==> src/rtl/wcb_pkg.sv <==
// Shared types for the merging write buffer.
package wcb_pkg;
    // Life cycle of one buffer entry.
    typedef enum logic [1:0] {
        ENT_EMPTY  = 2'd0,
        ENT_FILL   = 2'd1,
        ENT_SEALED = 2'd2
    } ent_state_e;
endpackage

==> src/rtl/wcb_timer.sv <==
// Idle countdown for the collecting entry.
// Reloads on each merged store and counts down while run is high.
// expired is high while run is high and the count is zero.
// Assumes the caller gives reload priority over expiry.
module wcb_timer #(
    parameter int TW = 8
) (
    input  logic          clk,
    input  logic          rst_n,
    input  logic          reload,
    input  logic          run,
    input  logic [TW-1:0] init,
    output logic          expired
);
    logic [TW-1:0] cnt;

    // Load on a store, otherwise count down to zero while the entry holds data.
    always_ff @(posedge clk) begin
        if (!rst_n)                cnt <= '0;
        else if (reload)           cnt <= init;
        else if (run && cnt != '0) cnt <= cnt - 1'b1;
    end

    assign expired = run && (cnt == '0);
endmodule

==> src/rtl/wcb_entry.sv <==
// One quad-word entry: tag, data, byte-valid mask and state.
// Priority is clr over seal over load. The caller never clears and seals the same entry
// in one cycle, and it loads only an empty entry or a collecting entry whose tag matches.
module wcb_entry
    import wcb_pkg::*;
#(
    parameter int AW = 32,
    parameter int QW = 4,
    localparam int OFS  = $clog2(QW * 4),
    localparam int WIW  = $clog2(QW),
    localparam int TAGW = AW - OFS
) (
    input  logic              clk,
    input  logic              rst_n,
    input  logic              load,
    input  logic              seal,
    input  logic              clr,
    input  logic [AW-3:0]     waddr,
    input  logic [31:0]       wdata,
    input  logic [3:0]        wbe,
    output ent_state_e        state,
    output logic [TAGW-1:0]   tag,
    output logic [QW*32-1:0]  data,
    output logic [QW*4-1:0]   mask
);
    logic [WIW-1:0] widx;
    assign widx = waddr[WIW-1:0];

    // Track state and merge enabled bytes of each accepted store.
    always_ff @(posedge clk) begin
        if (!rst_n) begin
            state <= ENT_EMPTY;
            tag   <= '0;
            data  <= '0;
            mask  <= '0;
        end else if (clr) begin
            state <= ENT_EMPTY;
            mask  <= '0;
        end else if (seal) begin
            state <= ENT_SEALED;
        end else if (load) begin
            state <= ENT_FILL;
            tag   <= waddr[AW-3:WIW];
            for (int b = 0; b < 4; b++) begin
                if (wbe[b]) begin
                    data[int'(widx) * 32 + b * 8 +: 8] <= wdata[b * 8 +: 8];
                    mask[int'(widx) * 4 + b]           <= 1'b1;
                end
            end
        end
    end

    AST_SEAL_FROM_FILL: assert property (@(posedge clk) disable iff (!rst_n)
        seal |-> state == ENT_FILL);
endmodule

==> src/rtl/wcb_merge_buf.sv <==
// Merging write buffer top.
// Two quad-word entries alternate: one collects stores while the other waits on the
// burst port. The collecting entry is sealed on a store miss, a read hit, an idle
// timeout or a disable. Reads are granted only when no entry holds their quad word.
// Assumes bw_ready is driven by a memory side that takes one whole burst per handshake.
module wcb_merge_buf
    import wcb_pkg::*;
#(
    parameter int AW = 32,
    parameter int QW = 4,
    parameter int TW = 8,
    localparam int OFS  = $clog2(QW * 4),
    localparam int WIW  = $clog2(QW),
    localparam int TAGW = AW - OFS
) (
    input  logic              clk,
    input  logic              rst_n,
    input  logic              wb_en,
    input  logic [TW-1:0]     tmo_reload,
    input  logic              wr_valid,
    output logic              wr_ready,
    input  logic [AW-3:0]     wr_addr,
    input  logic [31:0]       wr_data,
    input  logic [3:0]        wr_be,
    input  logic              rd_valid,
    input  logic [TAGW-1:0]   rd_addr,
    output logic              rd_grant,
    output logic              bw_valid,
    input  logic              bw_ready,
    output logic [TAGW-1:0]   bw_addr,
    output logic [QW*32-1:0]  bw_data,
    output logic [QW*4-1:0]   bw_mask
);
    ent_state_e            st   [2];
    logic [TAGW-1:0]       tg   [2];
    logic [QW*32-1:0]      dat  [2];
    logic [QW*4-1:0]       msk  [2];

    logic act;   // entry collecting stores
    logic drn;   // oldest sealed entry
    logic act_fill, act_empty, wr_hit, rd_hit_act, tmo, seal_act, accept, drain, rd_pend;
    logic [TAGW-1:0] wr_tag;

    assign wr_tag     = wr_addr[AW-3:WIW];
    assign act_fill   = (st[act] == ENT_FILL);
    assign act_empty  = (st[act] == ENT_EMPTY);
    assign wr_hit     = act_fill && (tg[act] == wr_tag);
    assign rd_hit_act = rd_valid && act_fill && (tg[act] == rd_addr);

    // Close the collecting entry on any flush condition.
    assign seal_act = act_fill && ((wr_valid && !wr_hit) || rd_hit_act || tmo || !wb_en);

    // A store enters an empty entry, or merges into a matching one that stays open.
    assign wr_ready = act_empty || (wr_hit && !seal_act);
    assign accept   = wr_valid && wr_ready;

    assign bw_valid = (st[drn] == ENT_SEALED);
    assign drain    = bw_valid && bw_ready;
    assign bw_addr  = tg[drn];
    assign bw_data  = dat[drn];
    assign bw_mask  = msk[drn];

    // Hold back a read while any entry still carries its quad word.
    always_comb begin
        rd_pend = 1'b0;
        for (int e = 0; e < 2; e++)
            if (st[e] != ENT_EMPTY && tg[e] == rd_addr) rd_pend = 1'b1;
    end
    assign rd_grant = rd_valid && !rd_pend;

    // Swap the collecting entry on a seal; advance the drain pointer on each burst.
    always_ff @(posedge clk) begin
        if (!rst_n) begin
            act <= 1'b0;
            drn <= 1'b0;
        end else begin
            if (seal_act) act <= ~act;
            if (drain)    drn <= ~drn;
        end
    end

    wcb_timer #(.TW(TW)) u_tmr (
        .clk(clk), .rst_n(rst_n), .reload(accept), .run(act_fill),
        .init(tmo_reload), .expired(tmo)
    );

    for (genvar e = 0; e < 2; e++) begin : g_ent
        wcb_entry #(.AW(AW), .QW(QW)) u_ent (
            .clk(clk), .rst_n(rst_n),
            .load (accept   && (act == 1'(e))),
            .seal (seal_act && (act == 1'(e))),
            .clr  (drain    && (drn == 1'(e))),
            .waddr(wr_addr), .wdata(wr_data), .wbe(wr_be),
            .state(st[e]), .tag(tg[e]), .data(dat[e]), .mask(msk[e])
        );
    end

    AST_BURST_HOLD: assert property (@(posedge clk) disable iff (!rst_n)
        bw_valid && !bw_ready |=> bw_valid && $stable(bw_addr) && $stable(bw_data) && $stable(bw_mask));
    AST_MASK_LIVE: assert property (@(posedge clk) disable iff (!rst_n)
        bw_valid |-> bw_mask != '0);
    AST_RD_HIT_SEAL: assert property (@(posedge clk) disable iff (!rst_n)
        rd_hit_act |=> bw_valid);
    AST_NO_EARLY_GRANT: assert property (@(posedge clk) disable iff (!rst_n)
        rd_valid && bw_valid && (bw_addr == rd_addr) |-> !rd_grant);
    AST_STALL_FULL: assert property (@(posedge clk) disable iff (!rst_n)
        (st[0] == ENT_SEALED) && (st[1] == ENT_SEALED) |-> !wr_ready);
    AST_DIS_FLUSH: assert property (@(posedge clk) disable iff (!rst_n)
        !wb_en && act_fill |=> bw_valid);
endmodule

==> config.mk <==
export PLATFORM = sky130hd
export DESIGN_NAME = wcb_merge_buf
export DESIGN_NICKNAME = d
export VERILOG_FILES = /design/src/rtl/wcb_pkg.sv /design/src/rtl/wcb_timer.sv /design/src/rtl/wcb_entry.sv /design/src/rtl/wcb_merge_buf.sv
export SDC_FILE = /design/constraint.sdc
export NUM_CORES = 1
export LEC_CHECK = 0
export BUFFER_PORTS_ARGS = -buffer_cell sky130_fd_sc_hd__buf_2
export CORE_MARGIN = 2
export CORE_UTILIZATION = 50
export CTS_BUF_LIST = sky130_fd_sc_hd__clkbuf_4
export CTS_CLUSTER_DIAMETER = 30
export DETAILED_ROUTE_END_ITERATION = 8
export PLACE_DENSITY = 0.71
export SYNTH_ARGS = -nofsm -noshare
export SYNTH_HDL_FRONTEND = slang
export SYNTH_HIERARCHICAL = 1
export SYNTH_SLANG_ARGS = --single-unit
==> constraint.sdc <==
create_clock -name clk -period 3.47 [get_ports clk]
set_input_delay 0.694 -clock clk [delete_from_list [all_inputs] [get_ports clk]]
set_output_delay 0.694 -clock clk [all_outputs]
set_load 0.02 [all_outputs]
Word level (Yosys, flattened, before mapping). Index checks and enable logic that the tools add are counted. W data, S select, Z words.

Register bits: 358. Output and inout port bits: 175. Logic and storage cells: 218.

$add $sub $neg: 11. Magnitude comparators: 10. Equality and inequality tests: 6. Shift operators: 8. Muxes and demuxes: 106. Bitwise operators: 17. Reductions and logical operators: 47.

Operators by type and width (number): $mux W128 (35); $bwmux W128 (8); $mux W16 (35); $shift A8 B33 Y128 const A (4); $shiftx A8 B33 Y128 (4); $mux W28 (6); $eq A28 B28 Y1 (4); $neg A32 Y33 (3); $ge A32 B1 Y1 const B (3); $lt A32 B6 Y1 const B (3); $or A16 B16 Y16 (6); $neg A7 Y33 (1); $or A16 B13 Y16 (2); $logic_and A1 B1 Y1 (23); $mux W2 (10); $add A7 B5 Y8 const B (2); $mux W8 (2); $demux W1 S4 (3); $add A4 B2 Y5 const B (2); $reduce_bool A2 Y1 (5); $add A7 B4 Y8 const B (1); $logic_not A8 Y1 (1); $reduce_bool A8 Y1 (1); $sub A8 B1 Y8 const B (1); 17 further kinds (40).

Depth between registers and ports, before layout. Gate-level depths: netlist of the first run.

Depth after elaboration: 35. Gate-level depth with buffers: 16. Gate-level depth less buffers: 11.

Hierarchy. Netlist of the first run, hierarchy kept.

By module, submodules not included: wcb_entry at g_ent[1].u_ent (instances 1, cells each 786, area an instance 7413.4 um2); wcb_entry at g_ent[0].u_ent (instances 1, cells each 782, area an instance 7226.9 um2); wcb_merge_buf (instances 1, cells each 415, area an instance 3872.5 um2); wcb_timer (instances 1, cells each 64, area an instance 518.0 um2).

Worst setup path after synthesis of the first run. No wires, ideal clock.

Path kind: reg-to-reg. Start point: reg act. End point: reg u_tmr.cnt[7]. Library setup time: 0.062 ns. Arrival time: 3.059 ns. Required time: 3.408 ns. Setup slack: 0.349 ns. Stages on the path, launching flop included: 14. Buffers on the path: 3. Clock period less this slack: 3.121 ns. Path through: dfxtp_1 buf_6 buf_12 mux2i_2 xnor2_1 nor4_1 nand4_1 o311ai_4 nor2_1 o221a_1 clkbuf_1 or3b_2 or4_1 nand3_1.

Word-level cells in the longest chain between the ends: 17. Elaborated cells between the ends (all ways): 28.

RTL lines: start, declared (line wcb_merge_buf.sv:39) `logic act;`; start signal, assigned (line wcb_merge_buf.sv:77) `if (seal_act) act <= ~act;`; $not A1 Y2 (implied by the code) (*); $mux W28 (implied by the code) / $mux W2 (equally long branches) (3 in series); $eq A28 B28 Y1 / $eq A2 B1 Y1 (equally long branches) (line wcb_merge_buf.sv:47, wcb_merge_buf.sv:45); $logic_and A1 B1 Y1 (line wcb_merge_buf.sv:47) `assign wr_hit = act_fill && (tg[act] == wr_tag);`; $logic_not A1 Y1 (line wcb_merge_buf.sv:51) `assign seal_act = act_fill && ((wr_valid && !wr_hit) || rd_hit_act || tmo || !wb_en);`; $logic_and A1 B1 Y1 (line wcb_merge_buf.sv:51); $logic_or A1 B1 Y1 (3 in series) (line wcb_merge_buf.sv:51); $logic_and A1 B1 Y1 (line wcb_merge_buf.sv:51); $logic_not A1 Y1 (line wcb_merge_buf.sv:54) `assign wr_ready = act_empty || (wr_hit && !seal_act);`; $logic_and A1 B1 Y1 (line wcb_merge_buf.sv:54); $logic_or A1 B1 Y1 (*) (line wcb_merge_buf.sv:54); $logic_and A1 B1 Y1 (*) (line wcb_merge_buf.sv:55) `assign accept = wr_valid && wr_ready;`; via accept (line wcb_merge_buf.sv:41) `logic act_fill, act_empty, wr_hit, rd_hit_act, tmo, seal_act, accept, drain, rd_pend;`; $mux W8 / $reduce_bool A2 Y1 (equally long branches); end signal, assigned (line wcb_timer.sv:20) `else if (reload) cnt <= init;`; end signal, assigned (line wcb_timer.sv:21) `else if (run && cnt != '0) cnt <= cnt - 1'b1;`; end, declared (line wcb_timer.sv:15) `logic [TW-1:0] cnt;`.

The timed path passes the listed nets; every way through them passes the cells marked *. The select of a mux whose other input is x is not followed. A chain may end at the register's enable or synchronous reset.

Worst setup path after layout of the first run.
Start point: reg act. End point: out wr_ready.

Word-level cells in the longest chain between the ends: 15. Elaborated cells between the ends (all ways): 24.

RTL lines: $not A1 Y2 (implied by the code) (*); $mux W28 (implied by the code) / $mux W2 (equally long branches) (3 in series); $eq A28 B28 Y1 / $eq A2 B1 Y1 (equally long branches) (line wcb_merge_buf.sv:47, wcb_merge_buf.sv:45); $logic_and A1 B1 Y1 (line wcb_merge_buf.sv:47); $logic_not A1 Y1 (line wcb_merge_buf.sv:51); $logic_and A1 B1 Y1 (line wcb_merge_buf.sv:51); $logic_or A1 B1 Y1 (3 in series) (line wcb_merge_buf.sv:51); $logic_and A1 B1 Y1 (line wcb_merge_buf.sv:51); $logic_not A1 Y1 (line wcb_merge_buf.sv:54); $logic_and A1 B1 Y1 (line wcb_merge_buf.sv:54); $logic_or A1 B1 Y1 (*) (line wcb_merge_buf.sv:54); end, declared (line wcb_merge_buf.sv:21) `output logic wr_ready,`.

Mark *: on every way between the ends. The rest lies on a longest branch, timed or not. The select of a mux whose other input is x is not followed.

==> results of run 1 <==
-- worst paths after layout --
path	start	end	cells after the start
setup reg to reg	act	g_ent[0].u_ent/tag[22]	18
hold reg to reg	g_ent[1].u_ent/data[12]	g_ent[1].u_ent/data[12]	2
setup / recovery	act	wr_ready	12
hold / removal	tmo_reload[7]	u_tmr/cnt[7]	3
-- area by class of cell --
type / count / area share [%]
multi-input combinational: 1530 / 50.3
sequential: 358 / 30.9
timing repair buffer: 354 / 10.3
clock buffer: 142 / 4.59
tap: 511 / 2.75
clock inverter: 35 / 0.986
inverter: 13 / 0.210
antenna: 5 / 0.0539
-- report_power, final --
part           switching (mW)  leakage [nW]  internal, mW
clock network            1.83         0.768          2.11
logic                    2.00          6.56          1.54
registers               0.321          2.89          4.34
-- routing by layer --
| layer | wire length, um | part of all wire, % | vias up |
|---|---|---|---|
| met5 | 0 | 0 | - |
| met4 | 1500 | 2.6 | 0 |
| met2 | 27600 | 48 | 559 |
| met1 | 24800 | 43 | 7997 |
| met3 | 3940 | 6.8 | 101 |
| li1 | - | - | 7830 |
-- placed cells by master, fill, tap and decap left out, types with 23 or more instances in the layout --
master,instances
buf_12,27
buf_4,37
mux2_2,172
nor2_1,43
xor2_1,36
a21boi_1,25
a21oi_1,23
clkbuf_4,142
mux2i_1,262
nand3_1,263
buf_2,280
nand2_1,359
xnor2_1,67
dfxtp_1,356
a21boi_0,24
-- stage by stage --
stage	hold WS [ns]	setup TNS, ns	util, %
finish	0.132	-2.95	61.8
global route	0.126	-25.56	61.8
CTS	0.0579	-0.531	60.3
detailed placement	0.443	-9.94	55.7
global placement	0.438	-4.49	55.7
floorplan	0.431	0	-
-- kinds of logic (layout without fill, tap and decap cells) --
| family | after synthesis | after routing | share of synthesized area, % |
|---|---|---|---|
| AND/OR/NAND/NOR | 815 | 815 | 21.9 |
| multiplexers | 458 | 458 | 25.3 |
| flip-flops | 358 | 358 | 37.7 |
| buffers and inverters | 159 | 544 | 4.21 |
| AO/OA/AOI/OAI | 130 | 130 | 4.75 |
| XOR/XNOR | 110 | 110 | 5.06 |
| adder cells (fa/ha/maj) | 17 | 17 | 1.12 |
| other | 0 | 5 | 0 |
-- repair_timing --
action | 4_1_cts | 5_1_grt
resized for setup | 42 | 91
pin swaps | 12 | 37
setup buffers | 15 | 8
endpoints found under the hold margin | 0 | 0
endpoints found under the setup margin | 258 | 257
gates cloned | 1 | 3
-- registers in the layout, indices dropped and copies added, names as in the netlist --
register and flops:
g_ent.u_ent/mask 32, g_ent.u_ent/tag 56, u_tmr/cnt 8, drn 1, act 1, g_ent.u_ent/state 4, g_ent.u_ent/data 256
-- worst reg2reg max path, stage by stage, from the launching register on --
cell       delay, ns
dfxtp_4         0.40
buf_12          0.13
buf_12          0.15
buf_12          0.11
mux2i_4         0.27
xnor2_1         0.13
nor4_1          0.32
nand4_1         0.18
buf_4           0.18
o21a_1          0.18
o21a_1          0.18
and2b_2         0.25
buf_6           0.13
buf_6           0.11
nor3b_4         0.25
buf_6           0.19
clkbuf_16       0.20
nand2_4         0.06
a21boi_2        0.14
==> metrics.md, run 1 <==
| Metric | Value |
|---|---|
| Synthesized flop and latch total | 358 |
| Final nets | between 2000 and 2500 |
| Placed cell count | 2739 |
| Part of the cycle the worst path needs | 115% |
| Cells after Synth | roughly 2000 |
| Netlist cell types | 67 |
| FFs w/ async S/R, synth | 0% |
| Final WL | 57900 um |
| Rel. slew slack | between 20 and 30% |
| Buf/Inv on CP | 5 |
| Chip Height | between 150 and 200 um |
| Final non-filler cell total | between 2000 and 3000 |
| Hold_buf cts | 0 |
| CP max-delay cell | dfxtp_4 |
| Syn Area/Cell | approximately 9.3 um^2 |
| Post-DP HPWL | a little under 40000 um |
| Dpl cell area | between 0.02 and 0.025 mm^2 |
| Drt wl/cell | just under 20 um |
| CP Launch Type | flip-flop |
| Worst Max-Slew Pin Slew | 1.05 ns |
| Post-Syn Area | 0.0190 mm^2 |
| Met3 Use GR | roughly 5.3% |
| Post-synthesis sequential area ratio | approximately 38% |
| Layout Skew | roughly 0.04 ns |
| Global-route met2 utilization | between 40% and 50% |
| Number of synthesized flops with an enable pin | 0 |
| Via count of the first global-routing pass | ~16000 |
| Fin. Hold Viols | 0 |
| Cell Pwr Density | 522 mW/mm^2 |
| I/O pin count | around 280 |
| Final setup viols | 26 |
| Worst Setup Path Type | reg2out |
| Worst-path clk slew | roughly 0.060 ns |
| Port Buffer Count | between 200 and 300 |
| Gpl congestion | ~0.97 |
| Gr ovfl total | 0 |
| Total power | roughly 12 mW |
| RSZ-0062 raised after global routing | yes |
| Fmax | ~250 MHz |
| VDD IR max | around 0.34 mV |
| Max_cap viols | 0 |
| Pins over their slew limit | 0 |
| Syn-to-layout area delta | 22.1% |
| Via count | ~16000 |
| CTS Buf Count | approximately 100 |
| Area leader, netlist | dfxtp_1 |
| Design area | 0.0232 mm^2 |
| Global route hottest layer | met2 |
| Element type at the critical path end | output pin |
| Crit-path max cell delay | 0.40 ns |
| Clock Path Buffers | 3 |
| Minimum clock period | roughly 4.0 ns |
| Row Count | 71 |
| Reg area | 0.00717 mm^2 |
| H-Tree Depth | 3 |
| Post-route setup slack | -0.522 ns |
| Synth area leaders | dfxtp_1 (38%), mux2i_1 (15%), mux2_2 (10%), nand2_1 (7.4%), nand3_1 (6.9%) |
| DR DRC count | 0 |
| Die area | between 0.03 and 0.04 mm^2 |
| Failing checks | negative setup slack |
| Clock latency at the later pin of the worst-skew pair | 0.83 ns |
| Largest net degree at the start of global routing | slightly below 100 |
| Critical path cell sequence | buf_12 -> buf_12 -> buf_12 -> mux2i_4 -> xnor2_2 -> nor4_2 -> nand4_1 -> o311ai_4 -> buf_4 -> o21ai_2 -> a22o_1 -> buf_6 |
| DR vias/cell | between 5 and 6 |
| First-pass GRT wire length | 87000 um |
| Initial antenna violation count | 5 |
| Total track usage | between 20% and 30% |
| Crit path top cell by count | buf_12 |
| Status | complete, but fails checks |
| Core area | ~0.038 mm^2 |
| Fillcell total | between 3000 and 4000 |
| Top cells by count, synth | nand2_1 (375), dfxtp_1 (358), mux2i_1 (280) |
| Crit path DAT | approximately 3.3 ns |
| Ys flop type | dfxtp_1 |
| TritonCTS clock tree | yes |
| Worst slack at placement | -0.125 ns |
| Yosys top cell area share | between 30% and 40% |
| Antenna Violating Nets Remaining | 0 |
| WP data required | about 2.8 ns |
| Initial Utilization | 50.6% |
| Multi-input gate area | around 0.012 mm^2 |
| First-iteration detailed-routing DRC count | between 1000 and 1500 |
| M1 GR Usage | between 30% and 40% |
| Root buffer cell | clkbuf_4 |
| Worst reg-to-reg setup slack | -0.15 ns |
| Leak | between 10 and 15 nW |
| DR pass1 iterations | 5 |
| Count leader, synth | nand2_1 |
| Share of layout cells above drive strength 1 | 33.4% |
| Syn nets | 2172 |
| CP top delay family | buffers and inverters |
| Die Wd | ~200 um |
| Worst Hold Class | in2reg |
| Clk sinks | 358 |
| Synth Warn # | 6 |
| Critical path peak fanout | 7 |
Power figures use the tool's default switching activity.
==> run 2, diff against run 1 <==
--- a/config.mk
+++ b/config.mk
@@ -11,8 +11,7 @@
 export CTS_BUF_LIST = sky130_fd_sc_hd__clkbuf_4
 export CTS_CLUSTER_DIAMETER = 30
 export DETAILED_ROUTE_END_ITERATION = 8
-export PLACE_DENSITY = 0.71
+export PLACE_DENSITY = 0.72
 export SYNTH_ARGS = -nofsm -noshare
 export SYNTH_HDL_FRONTEND = slang
-export SYNTH_HIERARCHICAL = 1
 export SYNTH_SLANG_ARGS = --single-unit
==> metrics.md, run 2 <==
| Metric | Value |
|---|---|
| Netlist cell types | 50 (was 67) |
| Initial Utilization | 50.8% (was 50.6%) |
| Ys flop type | dfxtp_1 (unchanged) |
| Routed wl met2 | 22900 um (was 27600 um) |
| Count leader, synth | nand2_1 (unchanged) |
| Final WL | 49700 um (was 57900 um) |
| Port Buffer Count | 282 (unchanged) |
| Cells after Synth | 1737 (was 2047) |
| Hold Path Stages | 3 (unchanged) |
| Failing checks | negative setup slack (unchanged) |
| First-pass GRT wire length | 77000 um (was 87000 um) |
| Antenna Violating Nets Remaining | 0 (unchanged) |
| Post-Syn Area | 0.0171 mm^2 (was 0.0190 mm^2) |
| Number of synthesized flops with an enable pin | 0 (unchanged) |
| Biggest regs | g_ent.u_ent.data (256), g_ent.u_ent.tag (56), g_ent.u_ent.mask (32) (was g_ent.u_ent/data (256), g_ent.u_ent/tag (56), g_ent.u_ent/mask (32)) |
| Dpl cell area | 0.0191 mm^2 (was 0.0209 mm^2) |
| Die area | 0.0356 mm^2 (was 0.0396 mm^2) |
| Final nets | 2180 (was 2484) |
| Fin. Hold Viols | 0 (unchanged) |
| Clk network pwr share | 31.8% (was 32.5%) |
| Die Wd | 189 um (was 199 um) |
| Switch Pwr | 3.80 mW (was 4.15 mW) |
| Worst Reg2Reg Path Length in Cells | 12 (was 18) |
| R2r startpoint | act (unchanged) |
| Critical R2R Capture | g_ent[0].u_ent.data[22] (was g_ent[0].u_ent/tag[22]) |
| TritonCTS clock tree | yes (unchanged) |
| Final core occ | 61.8% (about the same) |
| Worst Setup Path Type | reg2out (unchanged) |
| H-Tree Depth | 3 (unchanged) |
| TNS Setup | -0.292 ns (was -2.95 ns) |
| Yosys top cell area share | 42.0% (was 37.7%) |
| WP data required | 2.78 ns (about the same) |
| Endpoint, Worst Hold | u_tmr.cnt[0] (was u_tmr/cnt[7]) |
| Min-delay src | tmo_reload[0] (was tmo_reload[7]) |
| Fmax | 266 MHz (was 251 MHz) |
| Worst Hold Class | in2reg (unchanged) |
| Syn nets | 1851 (was 2172) |
| Total track usage | 27.5% (was 28.0%) |
| Max reg flops | 256 (unchanged) |
| Max Used Layer | met4 (unchanged) |
| Post-route setup slack | -0.292 ns (was -0.522 ns) |
| Switching portion of total power | 32.9% (was 34.2%) |
| Most frequent cells in the layout | nand2_1 (381), dfxtp_1 (356), mux2i_1 (302) (was nand2_1 (359), dfxtp_1 (356), buf_2 (280)) |
| Minimum clock period | 3.76 ns (was 3.99 ns) |
| DR vias/cell | 5.38 (was 5.59) |
| Largest Register | g_ent.u_ent.data (was g_ent.u_ent/data) |
| Met3 WL post-DR | 3560 um (was 3940 um) |
| Synth area leaders | dfxtp_1 (42%), mux2i_1 (19%), mux2_2 (11%), nand2_1 (8.4%), xnor2_1 (3.3%) (was dfxtp_1 (38%), mux2i_1 (15%), mux2_2 (10%), nand2_1 (7.4%), nand3_1 (6.9%)) |
| Gpl congestion | 0.978 (was 0.966) |
| Chip Height | 189 um (was 199 um) |
| Critical path peak fanout | 8 (was 7) |
| Crit path DAT | 3.07 ns (was 3.30 ns) |
| Layout Skew | 0.0626 ns (was 0.0410 ns) |
| Design area | 0.0208 mm^2 (was 0.0232 mm^2) |
| Via count of the first global-routing pass | 13934 (was 15824) |
| Part of the cycle the worst path needs | 108% (was 115%) |
| Area leader, netlist | dfxtp_1 (unchanged) |
| Worst-path clk slew | 0.06 ns (about the same) |
| Element type at the critical path end | output pin (unchanged) |
| Final non-filler cell total | 2576 (was 2948) |
| Row Count | 67 (was 71) |
| Synth Warn # | 0 (was 6) |
| Clk sinks | 358 (unchanged) |
| Share of layout cells above drive strength 1 | 34.2% (was 33.4%) |
| FFs w/ async S/R, synth | 0% (unchanged) |
| Post-DP HPWL | 35000 um (was 39000 um) |
| I/O pin count | 283 (unchanged) |
| Clock latency at the later pin of the worst-skew pair | 0.79 ns (was 0.83 ns) |
| Cell Int Power | 7.75 mW (was 7.98 mW) |
| Most common cell after layout, fill and taps aside | nand2_1 (unchanged) |
| Fillcell total | 2821 (was 3247) |
| First-iteration detailed-routing DRC count | 817 (was 1072) |
| Top cells by count, synth | nand2_1 (381), dfxtp_1 (358), mux2i_1 (318) (was nand2_1 (375), dfxtp_1 (358), mux2i_1 (280)) |
| Hold_buf cts | 0 (unchanged) |
| CP Launch Type | flip-flop (unchanged) |
| Gr ovfl total | 0 (unchanged) |
| Drt wl/cell | 19.3 um (was 19.6 um) |
| Leak | 9.15 nW (was 10.2 nW) |
| RSZ-0062 raised after global routing | yes (unchanged) |
| Worst reg-to-reg setup slack | 0.20 ns (was -0.15 ns) |
| Post-synthesis sequential area ratio | 42.0% (was 37.7%) |
| Placed cell count | 2406 (was 2739) |
| Via count | 13861 (was 16487) |
| DR DRC count | 0 (unchanged) |
| DR pass1 iterations | 5 (unchanged) |
| Status | complete, but fails checks (unchanged) |
| Pins over their slew limit | 0 (unchanged) |
| Clock Path Buffers | 3 (unchanged) |
| Reg power frac | 40.4% (was 38.4%) |
| Synthesized flop and latch total | 358 (unchanged) |
| Syn-to-layout area delta | 21.7% (was 22.1%) |
| Final setup viols | 1 (was 26) |
| Max_cap viols | 0 (unchanged) |
| Rel. slew slack | 30.8% (was 30.0%) |
| Root buffer cell | clkbuf_4 (unchanged) |
| Largest net degree at the start of global routing | 211 (was 97) |
| Logic gate share of total power | 27.9% (was 29.2%) |
| Initial antenna violation count | 2 (was 5) |
| Worst Max-Slew Pin Slew | 1.04 ns (was 1.05 ns) |
| VDD IR max | 0.329 mV (was 0.343 mV) |
| Cell Pwr Density | 556 mW/mm^2 (was 522 mW/mm^2) |
| CTS Buf Count | 97 (was 102) |
| Core area | 0.0336 mm^2 (was 0.0376 mm^2) |
| Syn Area/Cell | 9.83 um^2 (was 9.30 um^2) |
| WL met1 | 21200 um (was 24800 um) |
==> run 2: power by group through the flow <==
stage / clock network, mW / logic [mW] / registers [mW]
6_report: 3.67 / 3.22 / 4.66
5_1_grt: 3.99 / 3.41 / 4.70
3_3_place_gp: 0 / 2.88 / 4.71
3_5_place_dp: 0 / 2.89 / 4.71
4_1_cts: 3.76 / 3.11 / 4.64
2_1_floorplan: 0 / 2.11 / 4.59
==> run 2: worst max-delay path by stage <==
| stage | from | end | slack, ns | cells after the start |
|---|---|---|---|---|
| finish | act | wr_ready | -0.29 | 10 |
| CTS | act | wr_ready | -0.28 | 9 |
| floorplan | act | u_tmr.cnt[0] | 0.84 | 13 |
| global placement | wr_addr[18] | g_ent[1].u_ent.tag[6] | 0.21 | 9 |
| detailed placement | act | g_ent[1].u_ent.tag[17] | 0.17 | 10 |
| global route | act | wr_ready | -0.45 | 9 |
==> run 2: kinds of logic after synthesis <==
group | after synthesis | synth area share [%]
simple gates | 539 | 13.3
mux | 500 | 30.8
flops | 358 | 42.0
buf+inv | 138 | 4.07
xor+xnor | 118 | 6.05
compound gates | 78 | 3.39
fa+ha+maj | 6 | 0.440
==> run 2: worst max-delay path, stage by stage, from the launching register on <==
cell and delay [ns]:
dfxtp_4 0.45, buf_12 0.18, mux2i_4 0.27, buf_4 0.16, xor2_2 0.21, nand4_1 0.22
nor4_4 0.23, a211oi_2 0.13, o21ai_1 0.15, nand2_1 0.13, buf_6 0.16
==> run 2: cell type report <==
cell class	count	area, um^2	share of cell area, %
antenna	2	5.00	0.0241
sequential	358	7170	34.5
tap	448	561	2.70
inverter	24	90.1	0.434
multi-input combinational	1241	9570	46.1
clock buffer	136	1020	4.92
clock inverter	23	165	0.795
timing repair buffer	344	2190	10.5
==> run 2: routing by layer <==
metal / vias to the layer above / GRT usage [%]
met5: - / 0
met4: 0 / 13.3
met3: 118 / 7.21
met2: 458 / 43.7
met1: 6652 / 34.7
li1: 6633 / -
==> run 2: repair_timing <==
item	4_1_cts	5_1_grt
gates cloned	1	1
pin swaps	13	10
buffers inserted	4	4
setup endpoints to repair	1	2
gates resized for setup	36	22
==> run 2: stage by stage <==
stage          power, mW  setup WS (ns)  hold slack (ns)
6_report            11.5         -0.292            0.188
4_1_cts             11.5         -0.283            0.128
5_1_grt             12.1         -0.451            0.152
3_5_place_dp        7.61          0.166            0.437
3_3_place_gp        7.59          0.211            0.430
2_1_floorplan       6.70          0.844            0.422
